**src/rtl/cmd_seq_pkg.sv**
```systemverilog
package cmd_seq_pkg;

   typedef enum logic [1:0] {
      ST_UNLOCK_A = 2'd0,
      ST_UNLOCK_B = 2'd1,
      ST_OPCODE   = 2'd2,
      ST_OPERAND  = 2'd3
   } seq_stage_e;

   localparam logic [15:0] UNLOCK_ADDR_A = 16'h5555;
   localparam logic [15:0] UNLOCK_ADDR_B = 16'h2AAA;
   localparam logic [7:0]  UNLOCK_DATA_A = 8'hAA;
   localparam logic [7:0]  UNLOCK_DATA_B = 8'h55;
   localparam logic [7:0]  OPC_RESET     = 8'h00;
   // Single-bit positions that carry a defined command (20h is unused).
   localparam logic [7:0]  OPC_BIT_MASK  = 8'hDF;

endpackage

```
**src/rtl/seq_gap_timer.sv**
```systemverilog
module seq_gap_timer #(
   parameter int unsigned LIMIT = 150
) (
   input  logic clk,
   input  logic rst_n,
   input  logic tick,
   input  logic restart,
   output logic expired
);
   localparam int unsigned CW = $clog2(LIMIT + 2);

   logic [CW-1:0] cnt;

   always_ff @(posedge clk or negedge rst_n) begin
      if (!rst_n)
         cnt <= '0;
      else if (restart)
         cnt <= '0;
      else if (tick && (cnt <= CW'(LIMIT)))
         cnt <= cnt + 1'b1;
   end

   assign expired = (cnt > CW'(LIMIT));
endmodule

```
**src/rtl/seq_code_check.sv**
```systemverilog
module seq_code_check #(
   parameter int unsigned DATA_W        = 8,
   parameter bit          REJECT_UNUSED = 1'b1
) (
   input  logic [DATA_W-1:0] code,
   output logic              legal
);
   import cmd_seq_pkg::*;

   logic at_most_one;
   assign at_most_one = ($countones(code) <= 1);

   generate
      if (REJECT_UNUSED) begin : g_strict
         assign legal = at_most_one && ((code & ~DATA_W'(OPC_BIT_MASK)) == '0);
      end else begin : g_loose
         assign legal = at_most_one;
      end
   endgenerate
endmodule

```
**src/rtl/seq_err_flag.sv**
```systemverilog
module seq_err_flag (
   input  logic clk,
   input  logic rst_n,
   input  logic set_i,
   input  logic clr_i,
   output logic flag_o
);
   always_ff @(posedge clk or negedge rst_n) begin
      if (!rst_n)
         flag_o <= 1'b0;
      else if (set_i)
         flag_o <= 1'b1;
      else if (clr_i)
         flag_o <= 1'b0;
   end
endmodule

```
**src/rtl/unlock_cmd_seq.sv**
```systemverilog
module unlock_cmd_seq #(
   parameter int unsigned ADDR_W        = 17,
   parameter int unsigned DATA_W        = 8,
   parameter int unsigned GAP_US        = 150,
   parameter bit          REJECT_UNUSED = 1'b1
) (
   input  logic              clk,
   input  logic              rst_n,
   input  logic              us_tick,
   input  logic              wr_en,
   input  logic [ADDR_W-1:0] wr_addr,
   input  logic [DATA_W-1:0] wr_data,
   input  logic              lockout,
   input  logic              exec_busy,
   output logic              issue,
   output logic [DATA_W-1:0] issue_cmd,
   output logic [ADDR_W-1:0] issue_addr,
   output logic [DATA_W-1:0] issue_data,
   output logic              err_flag
);
   import cmd_seq_pkg::*;

   localparam logic [ADDR_W-1:0] ADDR_A = ADDR_W'(UNLOCK_ADDR_A);
   localparam logic [ADDR_W-1:0] ADDR_B = ADDR_W'(UNLOCK_ADDR_B);
   localparam logic [DATA_W-1:0] DATA_A = DATA_W'(UNLOCK_DATA_A);
   localparam logic [DATA_W-1:0] DATA_B = DATA_W'(UNLOCK_DATA_B);
   localparam logic [DATA_W-1:0] RESET_OPC = DATA_W'(OPC_RESET);

   generate
      if (ADDR_W < 16) begin : g_bad_addr_w
         $error("unlock_cmd_seq: ADDR_W must hold the unlock addresses");
      end
      if (DATA_W != 8) begin : g_bad_data_w
         $error("unlock_cmd_seq: DATA_W must be 8");
      end
      if (GAP_US < 1) begin : g_bad_gap
         $error("unlock_cmd_seq: GAP_US must be at least 1");
      end
   endgenerate

   seq_stage_e        stage_q, stage_d;
   logic [DATA_W-1:0] opc_q;
   logic              capture_opc;
   logic              go_issue;
   logic              set_err;
   logic              busy_eff;
   logic              gap_over;
   logic              opc_legal;

   assign busy_eff = exec_busy | issue;

   seq_gap_timer #(.LIMIT(GAP_US)) u_gap (
      .clk     (clk),
      .rst_n   (rst_n),
      .tick    (us_tick),
      .restart (wr_en),
      .expired (gap_over)
   );

   seq_code_check #(.DATA_W(DATA_W), .REJECT_UNUSED(REJECT_UNUSED)) u_code (
      .code  (wr_data),
      .legal (opc_legal)
   );

   always_comb begin
      stage_d     = stage_q;
      capture_opc = 1'b0;
      go_issue    = 1'b0;
      set_err     = 1'b0;
      if (wr_en) begin
         if (busy_eff) begin
            set_err = 1'b1;
            stage_d = ST_UNLOCK_A;
         end else begin
            unique case (stage_q)
               ST_UNLOCK_A: begin
                  if (wr_addr == ADDR_A && wr_data == DATA_A)
                     stage_d = ST_UNLOCK_B;
                  else
                     set_err = 1'b1;
               end
               ST_UNLOCK_B: begin
                  if (!gap_over && wr_addr == ADDR_B && wr_data == DATA_B)
                     stage_d = ST_OPCODE;
                  else begin
                     set_err = 1'b1;
                     stage_d = ST_UNLOCK_A;
                  end
               end
               ST_OPCODE: begin
                  if (!gap_over && wr_addr == ADDR_A && opc_legal) begin
                     stage_d     = ST_OPERAND;
                     capture_opc = 1'b1;
                  end else begin
                     set_err = 1'b1;
                     stage_d = ST_UNLOCK_A;
                  end
               end
               ST_OPERAND: begin
                  if (!gap_over)
                     go_issue = 1'b1;
                  else
                     set_err = 1'b1;
                  stage_d = ST_UNLOCK_A;
               end
               default: stage_d = ST_UNLOCK_A;
            endcase
         end
      end
      if (lockout && busy_eff)
         set_err = 1'b1;
   end

   always_ff @(posedge clk or negedge rst_n) begin
      if (!rst_n) begin
         stage_q    <= ST_UNLOCK_A;
         opc_q      <= '0;
         issue      <= 1'b0;
         issue_cmd  <= '0;
         issue_addr <= '0;
         issue_data <= '0;
      end else begin
         stage_q <= stage_d;
         issue   <= go_issue;
         if (capture_opc)
            opc_q <= wr_data;
         if (go_issue) begin
            issue_cmd  <= opc_q;
            issue_addr <= wr_addr;
            issue_data <= wr_data;
         end
      end
   end

   seq_err_flag u_err (
      .clk    (clk),
      .rst_n  (rst_n),
      .set_i  (set_err),
      .clr_i  (go_issue && (opc_q == RESET_OPC)),
      .flag_o (err_flag)
   );
endmodule

```
**config.mk**
```make
export PLATFORM = sky130hd
export DESIGN_NAME = unlock_cmd_seq
export DESIGN_NICKNAME = d
export VERILOG_FILES = /design/src/rtl/cmd_seq_pkg.sv /design/src/rtl/seq_gap_timer.sv /design/src/rtl/seq_code_check.sv /design/src/rtl/seq_err_flag.sv /design/src/rtl/unlock_cmd_seq.sv
export SDC_FILE = /design/constraint.sdc
export NUM_CORES = 1
export LEC_CHECK = 0
export ABC_CLOCK_PERIOD_IN_PS = 1800
export BUFFER_PORTS_ARGS = -buffer_cell sky130_fd_sc_hd__buf_2
export CAP_MARGIN = 20
export CORE_UTILIZATION = 38
export CTS_BUF_LIST = sky130_fd_sc_hd__clkbuf_16
export DETAILED_ROUTE_END_ITERATION = 8
export HOLD_SLACK_MARGIN = 0.05
export PLACE_DENSITY_LB_ADDON = 0.3
export RECOVER_POWER = 25
export REMOVE_ABC_BUFFERS = 1
export SYNTH_ARGS = -nofsm -noshare
export SYNTH_HDL_FRONTEND = slang
export SYNTH_SLANG_ARGS = --single-unit
```
**constraint.sdc**
```tcl
create_clock -name clk -period 1.8 [get_ports clk]
set_input_delay 0.27 -clock clk [delete_from_list [all_inputs] [get_ports clk]]
set_output_delay 0.27 -clock clk [all_outputs]
set_load 0.02 [all_outputs]
```
Yosys cells after proc, flatten, opt, wreduce, memory -nomap -nowiden --
Index checks and enable logic that the tools add are counted.
Storage, ports and cells: register bits 53, output and inout port bits 35, logic and storage cells 69
Cells by class: $add $sub $neg 8, $lt $le $gt $ge 3, equal/unequal tests 8, multiplexer cells 25, bitwise logic cells 1, reductions and logical operators 16
Operators by type and width (count):
- adder 32 bit | 3
- less-or-equal comparator 32 x 2 -> 1 bit (second input constant) | 1
- == test 17 x 14 -> 1 bit (second input constant) | 1
- == test 17 x 15 -> 1 bit (second input constant) | 1
- 2-to-1 mux 1 bit | 17
- logical NOT 8 bit | 2
- 2-to-1 mux 8 bit | 2
- logical AND 1 bit | 9
- adder 1 x 1 -> 2 bit | 4
- adder 8 x 1 -> 8 bit (second input constant) | 1
- == test 8 x 7 -> 1 bit (second input constant) | 1
- == test 8 bit (second input constant) | 1
- greater-than comparator 8 bit (second input constant) | 1
- less-or-equal comparator 8 bit (second input constant) | 1
- 2-to-1 mux 2 bit | 4
- one-hot mux 2 bit (4 select lines) | 1
- == test 2 bit (second input constant) | 2
- one-hot mux 1 bit (4 select lines) | 1
- nonzero test 2 bit | 2
- != test 3 bit (second input constant) | 1
- == test 2 x 1 -> 1 bit (second input constant) | 1
- logical NOT 2 bit | 1
- AND reduction 2 bit | 1
- logical NOT 1 bit | 1
- OR 1 bit | 1

Logic depth before layout (Yosys ltp) --
depth in word-level cells 12, mapped depth 14

Hierarchy --
From an unflattened synthesis, not the netlist that was laid out.
Second synthesis, totals: cells, all modules 206, area, all modules 2697.6 µm²
Modules (own cells, without submodules):
- unlock_cmd_seq | times used 1, cells an instance 135, area each 2006.9 µm²
- seq_gap_timer | times used 1, cells an instance 46, area each 459.2 µm²
- seq_code_check | times used 1, cells an instance 22, area each 195.2 µm²
- seq_err_flag | times used 1, cells an instance 3, area each 36.3 µm²

Least setup slack after synthesis --
No wires, ideal clock.
path kind input to register, start point input wr_data[0], end point register opc_q[0], data arrival time 3136 ps, slack -1460 ps, stages on the path 13, cells stage by stage ha_1 > inv_1 > fa_1 > inv_1 > fa_1 > ha_1 > inv_1 > fa_1 > nand4_1 > nor3_1 > and3_1 > buf_2 > mux2_2
On the way: cells in the longest elaborated chain, start to end 10
Ends and longest elaborated chain:
- start: declaration | RTL line unlock_cmd_seq.sv:12 | input logic [DATA_W-1:0] wr_data,
- adder 1 x 1 -> 2 bit (not written as such) | RTL line seq_code_check.sv:11 | assign at_most_one = ($countones(code) <= 1);
- adder 32 bit (not written as such) (2 in a row) | RTL line seq_code_check.sv:11
- less-or-equal comparator 32 x 2 -> 1 bit | RTL line seq_code_check.sv:11
- logical AND 1 bit | RTL line seq_code_check.sv:15 | assign legal = at_most_one && ((code & ~DATA_W'(OPC_BIT_MASK)) == '0);
- logical AND 1 bit | RTL line unlock_cmd_seq.sv:91 | if (!gap_over && wr_addr == ADDR_A && opc_legal) begin
- 2-to-1 mux 1 bit | RTL line unlock_cmd_seq.sv:91
- 2-to-1 mux 1 bit | RTL line unlock_cmd_seq.sv:75 | unique case (stage_q)
- 2-to-1 mux 1 bit | RTL line unlock_cmd_seq.sv:71 | if (busy_eff) begin
- 2-to-1 mux 1 bit | RTL line unlock_cmd_seq.sv:70 | if (wr_en) begin
- end signal: assignment | RTL line unlock_cmd_seq.sv:126 | opc_q <= wr_data;
- end: declaration | RTL line unlock_cmd_seq.sv:42 | logic [DATA_W-1:0] opc_q;
Parallel ways exist; a longest one is shown, timed or not. A chain may end at the register's enable or synchronous reset.

Worst setup path in the final report --
Ends and elaborated chain as after synthesis.

==> flow_metrics.env <==
export IMPL_worstMarginPinSlew_ns=0.7283
export IMPL_ffs_latches_synth=53
export IMPL_detailedRoute_firstIterationViolations=94
export IMPL_run_status="finished with violations"
export IMPL_arrival_ns=3.29
export IMPL_floorplan_initialDensity_pct=39.11
export IMPL_clock_insertion_delay_worst_skew_ns=0.29
export IMPL_max_clock_freq_mhz=321.2
export IMPL_antenna_cells_inserted=0
export IMPL_failing_checks="setup timing"
export IMPL_cts_htree_levels=2
export IMPL_max_cap_viol_count=0
export IMPL_cts_path_max_buffers=2
export IMPL_num_nets_final=369
export IMPL_grt_pass1_wl_mm=10.63
export IMPL_largest_net_degree_at_the_start_of_global_routing=54
export IMPL_dr_total_vias=2034
export IMPL_cts_inserted_buffers=5
export IMPL_end_kind="flop"
export IMPL_hold_violations=0
export IMPL_placed_area_um2=3299
export IMPL_layout_filler_cells=595
export IMPL_gp_congestion=0.7944
export IMPL_min_period_over_period_pct=172.9
export IMPL_ctsRootBufferMaster="sky130_fd_sc_hd__clkbuf_16"
export IMPL_final_setup_skew_ns=0.007787
export IMPL_post_synth_inst_count=208
export IMPL_final_layout_size_suffix_gt1_share_pct=54.23
export IMPL_wl_per_cell_um=16.12
export IMPL_drt_first_pass_iters=4
export IMPL_yosys_warnings=0
export IMPL_synth_distinct_cells=37
export IMPL_cp_start_kind="primary input"
export IMPL_via_count_of_the_first_global_routing_pass=2095
export IMPL_worst_setup_hold_path_clk_slew_ns=0.07
export IMPL_period_minus_slack_ns=3.113
export IMPL_power_density_cell_area_nw_per_um2=646.3
export IMPL_dieArea_um2=7291
export IMPL_finalCoreUtilization_pct=57.15
export IMPL_rows=30
export IMPL_drcViolationCount=0
export IMPL_required_ns=1.97
export IMPL_post_dp_hpwl_mm=4.104
export IMPL_layout_cell_area_excl_fill_um2=3861
export IMPL_synth_edff_count=0
export IMPL_route_antenna_remaining_nets=0
export IMPL_fin_ws_ns=-1.313
export IMPL_slew_viol_final=0
export IMPL_final_report_setup_violation_count=45
export IMPL_worst_ir_drop_vdd_v=0.0003986
export IMPL_drt_total_wl_mm=6.430
export IMPL_area_growth_syn_to_layout_pct=46.12
export IMPL_die_width_um=85.39
export IMPL_placement_io_buffers=65
export IMPL_path_class="in -> reg"
export IMPL_worstPathMaxFanout=5
export IMPL_die_y_um=85.39
export IMPL_detail_route_vias_per_cell=5.098
export IMPL_dominant_synthesized_flop_cell="sky130_fd_sc_hd__dfrtp_1"
export IMPL_cts_tree="yes"
export IMPL_rsz0062_at_grt="yes"
export IMPL_synth_area_um2=2643
export IMPL_yosysSeqAreaShare_pct=50.19
export IMPL_max_slew_margin_rel_pct=51.44
export IMPL_syn_area_per_cell_um2=12.70
export IMPL_core_area_um2=6756
export IMPL_total_leakage_power_nw=2.017
export IMPL_all_layer_gr_usage_pct=18.79
export IMPL_synthArstFlopShare_pct=100.0
export IMPL_grt_overflow=0
export IMPL_antenna_found_initial=0
export IMPL_numClockSinks=53
export IMPL_hp_class="in -> reg"
export IMPL_pin_count=66
[critical path, cell delays in order]
cell and delay (ns):
sky130_fd_sc_hd__buf_8 0.08, sky130_fd_sc_hd__ha_4 0.12, sky130_fd_sc_hd__inv_2 0.03, sky130_fd_sc_hd__fa_1 0.52, sky130_fd_sc_hd__inv_1 0.05, sky130_fd_sc_hd__fa_1 0.51
sky130_fd_sc_hd__ha_2 0.18, sky130_fd_sc_hd__inv_2 0.04, sky130_fd_sc_hd__fa_1 0.47, sky130_fd_sc_hd__nand4_1 0.16, sky130_fd_sc_hd__nor3_4 0.26, sky130_fd_sc_hd__and3_4 0.28
sky130_fd_sc_hd__mux2_4 0.31
[cell type report]
cell class / count / area [um^2] / share of cell area [%]
well taps: 80 / 100.1 / 2.592
clock inverters: 3 / 15.01 / 0.3889
clock buffers: 5 / 125.1 / 3.240
repair buffers: 108 / 764.5 / 19.80
inverters: 20 / 75.07 / 1.944
multi-input cells: 130 / 1455 / 37.69
flip-flops and latches: 53 / 1326 / 34.35
[logic make-up (layout without fill, tap and decap cells)]
| logic type | after synthesis | count (layout) | share of synthesized area, % |
|---|---|---|---|
| buffers and inverters | 26 | 136 | 4.593 |
| xor gates and xnor gates | 5 | 5 | 1.657 |
| adders and majority gates | 20 | 20 | 10.61 |
| muxes | 40 | 40 | 17.05 |
| and+or+nand+nor | 49 | 50 | 11.98 |
| AOI/OAI and AO/OA | 15 | 15 | 3.930 |
| DFF | 53 | 53 | 50.19 |
[state kept, by name, indices dropped and copies added (netlist names)]
| signal | flops |
|---|---|
| u_err.flag_o | 1 |
| issue_cmd | 8 |
| issue_data | 8 |
| issue | 1 |
| issue_addr | 17 |
| u_gap.cnt | 8 |
| stage_q | 2 |
| opc_q | 8 |
[per-layer routing]
metal  track usage [%]  wire (um)  up-vias
met3             4.669        332        8
met2             30.28       3076       58
met1             25.80       2936     1019
met5                 0          0        -
met4             4.242         84        0
li1                  -          -      949
[path summary, 6_finish.rpt]
kind                            cells past startpoint        endpoint  slack (ns)           from
min in group asynchronous                           3    issue_cmd[3]        0.69          rst_n
max in group asynchronous                           3   issue_addr[0]        0.65          rst_n
worst max-delay path                               13        opc_q[0]       -1.31     wr_data[0]
worst max register to register                      8   issue_data[0]       -0.26   u_gap.cnt[0]
worst min-delay path                                2  issue_addr[15]        0.22    wr_addr[15]
worst min register to register                      1   issue_addr[3]        0.51  issue_addr[3]
[cells in the mapped netlist (2+ instances only)]
cell / instances / area share (%)
sky130_fd_sc_hd__and4b_1: 3 / 1.1
sky130_fd_sc_hd__and3_1: 6 / 1.4
sky130_fd_sc_hd__nor2_1: 8 / 1.1
sky130_fd_sc_hd__nor3_1: 2 / 0.38
sky130_fd_sc_hd__o21ai_0: 5 / 0.95
sky130_fd_sc_hd__nor4_1: 3 / 0.71
sky130_fd_sc_hd__a21oi_1: 3 / 0.57
sky130_fd_sc_hd__mux2_1: 2 / 0.85
sky130_fd_sc_hd__nand3_1: 7 / 1.3
sky130_fd_sc_hd__nor4bb_1: 5 / 1.9
sky130_fd_sc_hd__fa_1: 4 / 3.0
sky130_fd_sc_hd__mux2_2: 38 / 16
sky130_fd_sc_hd__xor2_1: 4 / 1.3
sky130_fd_sc_hd__inv_1: 20 / 2.8
sky130_fd_sc_hd__nand4_1: 4 / 0.95
sky130_fd_sc_hd__clkbuf_1: 2 / 0.28
sky130_fd_sc_hd__nand2_1: 3 / 0.43
sky130_fd_sc_hd__ha_1: 16 / 7.6
sky130_fd_sc_hd__dfrtp_1: 53 / 50
sky130_fd_sc_hd__buf_6: 3 / 1.3
[cells in the final DEF, fill, tap and decap left out, types with 5 or more instances in the layout]
cell                        synthesis  final
sky130_fd_sc_hd__and3_1             6      5
sky130_fd_sc_hd__buf_2              1     59
sky130_fd_sc_hd__buf_4              0     32
sky130_fd_sc_hd__buf_6              3      9
sky130_fd_sc_hd__clkbuf_16          0      5
sky130_fd_sc_hd__dfrtp_1           53     53
sky130_fd_sc_hd__ha_1              16     10
sky130_fd_sc_hd__inv_1             20     18
sky130_fd_sc_hd__mux2_4             0     39
sky130_fd_sc_hd__nand3_1            7      7
sky130_fd_sc_hd__nor2_1             8      8
[through the flow]
| step | hold WS, ns | cells | worst slack [ns] | power [W] | TNS (ns) |
|---|---|---|---|---|---|
| CTS | 0.2242 | 397 | -1.267 | 0.002501 | -18.86 |
| global route | 0.2222 | 399 | -1.380 | 0.002595 | -23.08 |
| floorplan | -0.02559 | 202 | -1.488 | 0.001362 | -39.18 |
| detailed placement | 0.2875 | 379 | -1.808 | 0.001537 | -21.94 |
| global placement | 0.2866 | 379 | -1.698 | 0.001524 | -20.12 |
| finish | 0.2224 | 399 | -1.313 | 0.002495 | -20.06 |
[power by group]
part | switching [W] | internal, W
clock network | 0.000424 | 0.000506
logic | 0.000173 | 0.000167
registers | 0.0000144 | 0.00121
total | 0.000611 | 0.00188
[repair_timing]
item                       4_1_cts  5_1_grt
setup endpoints to repair       44       46
hold buffers                     1        0
gates resized for setup         71       19
hold endpoints to repair        53        0
setup buffers                    6        7
gates cloned                     4        0
pin swaps                        9        7
Note: power is estimated with default switching activity, not from simulation.
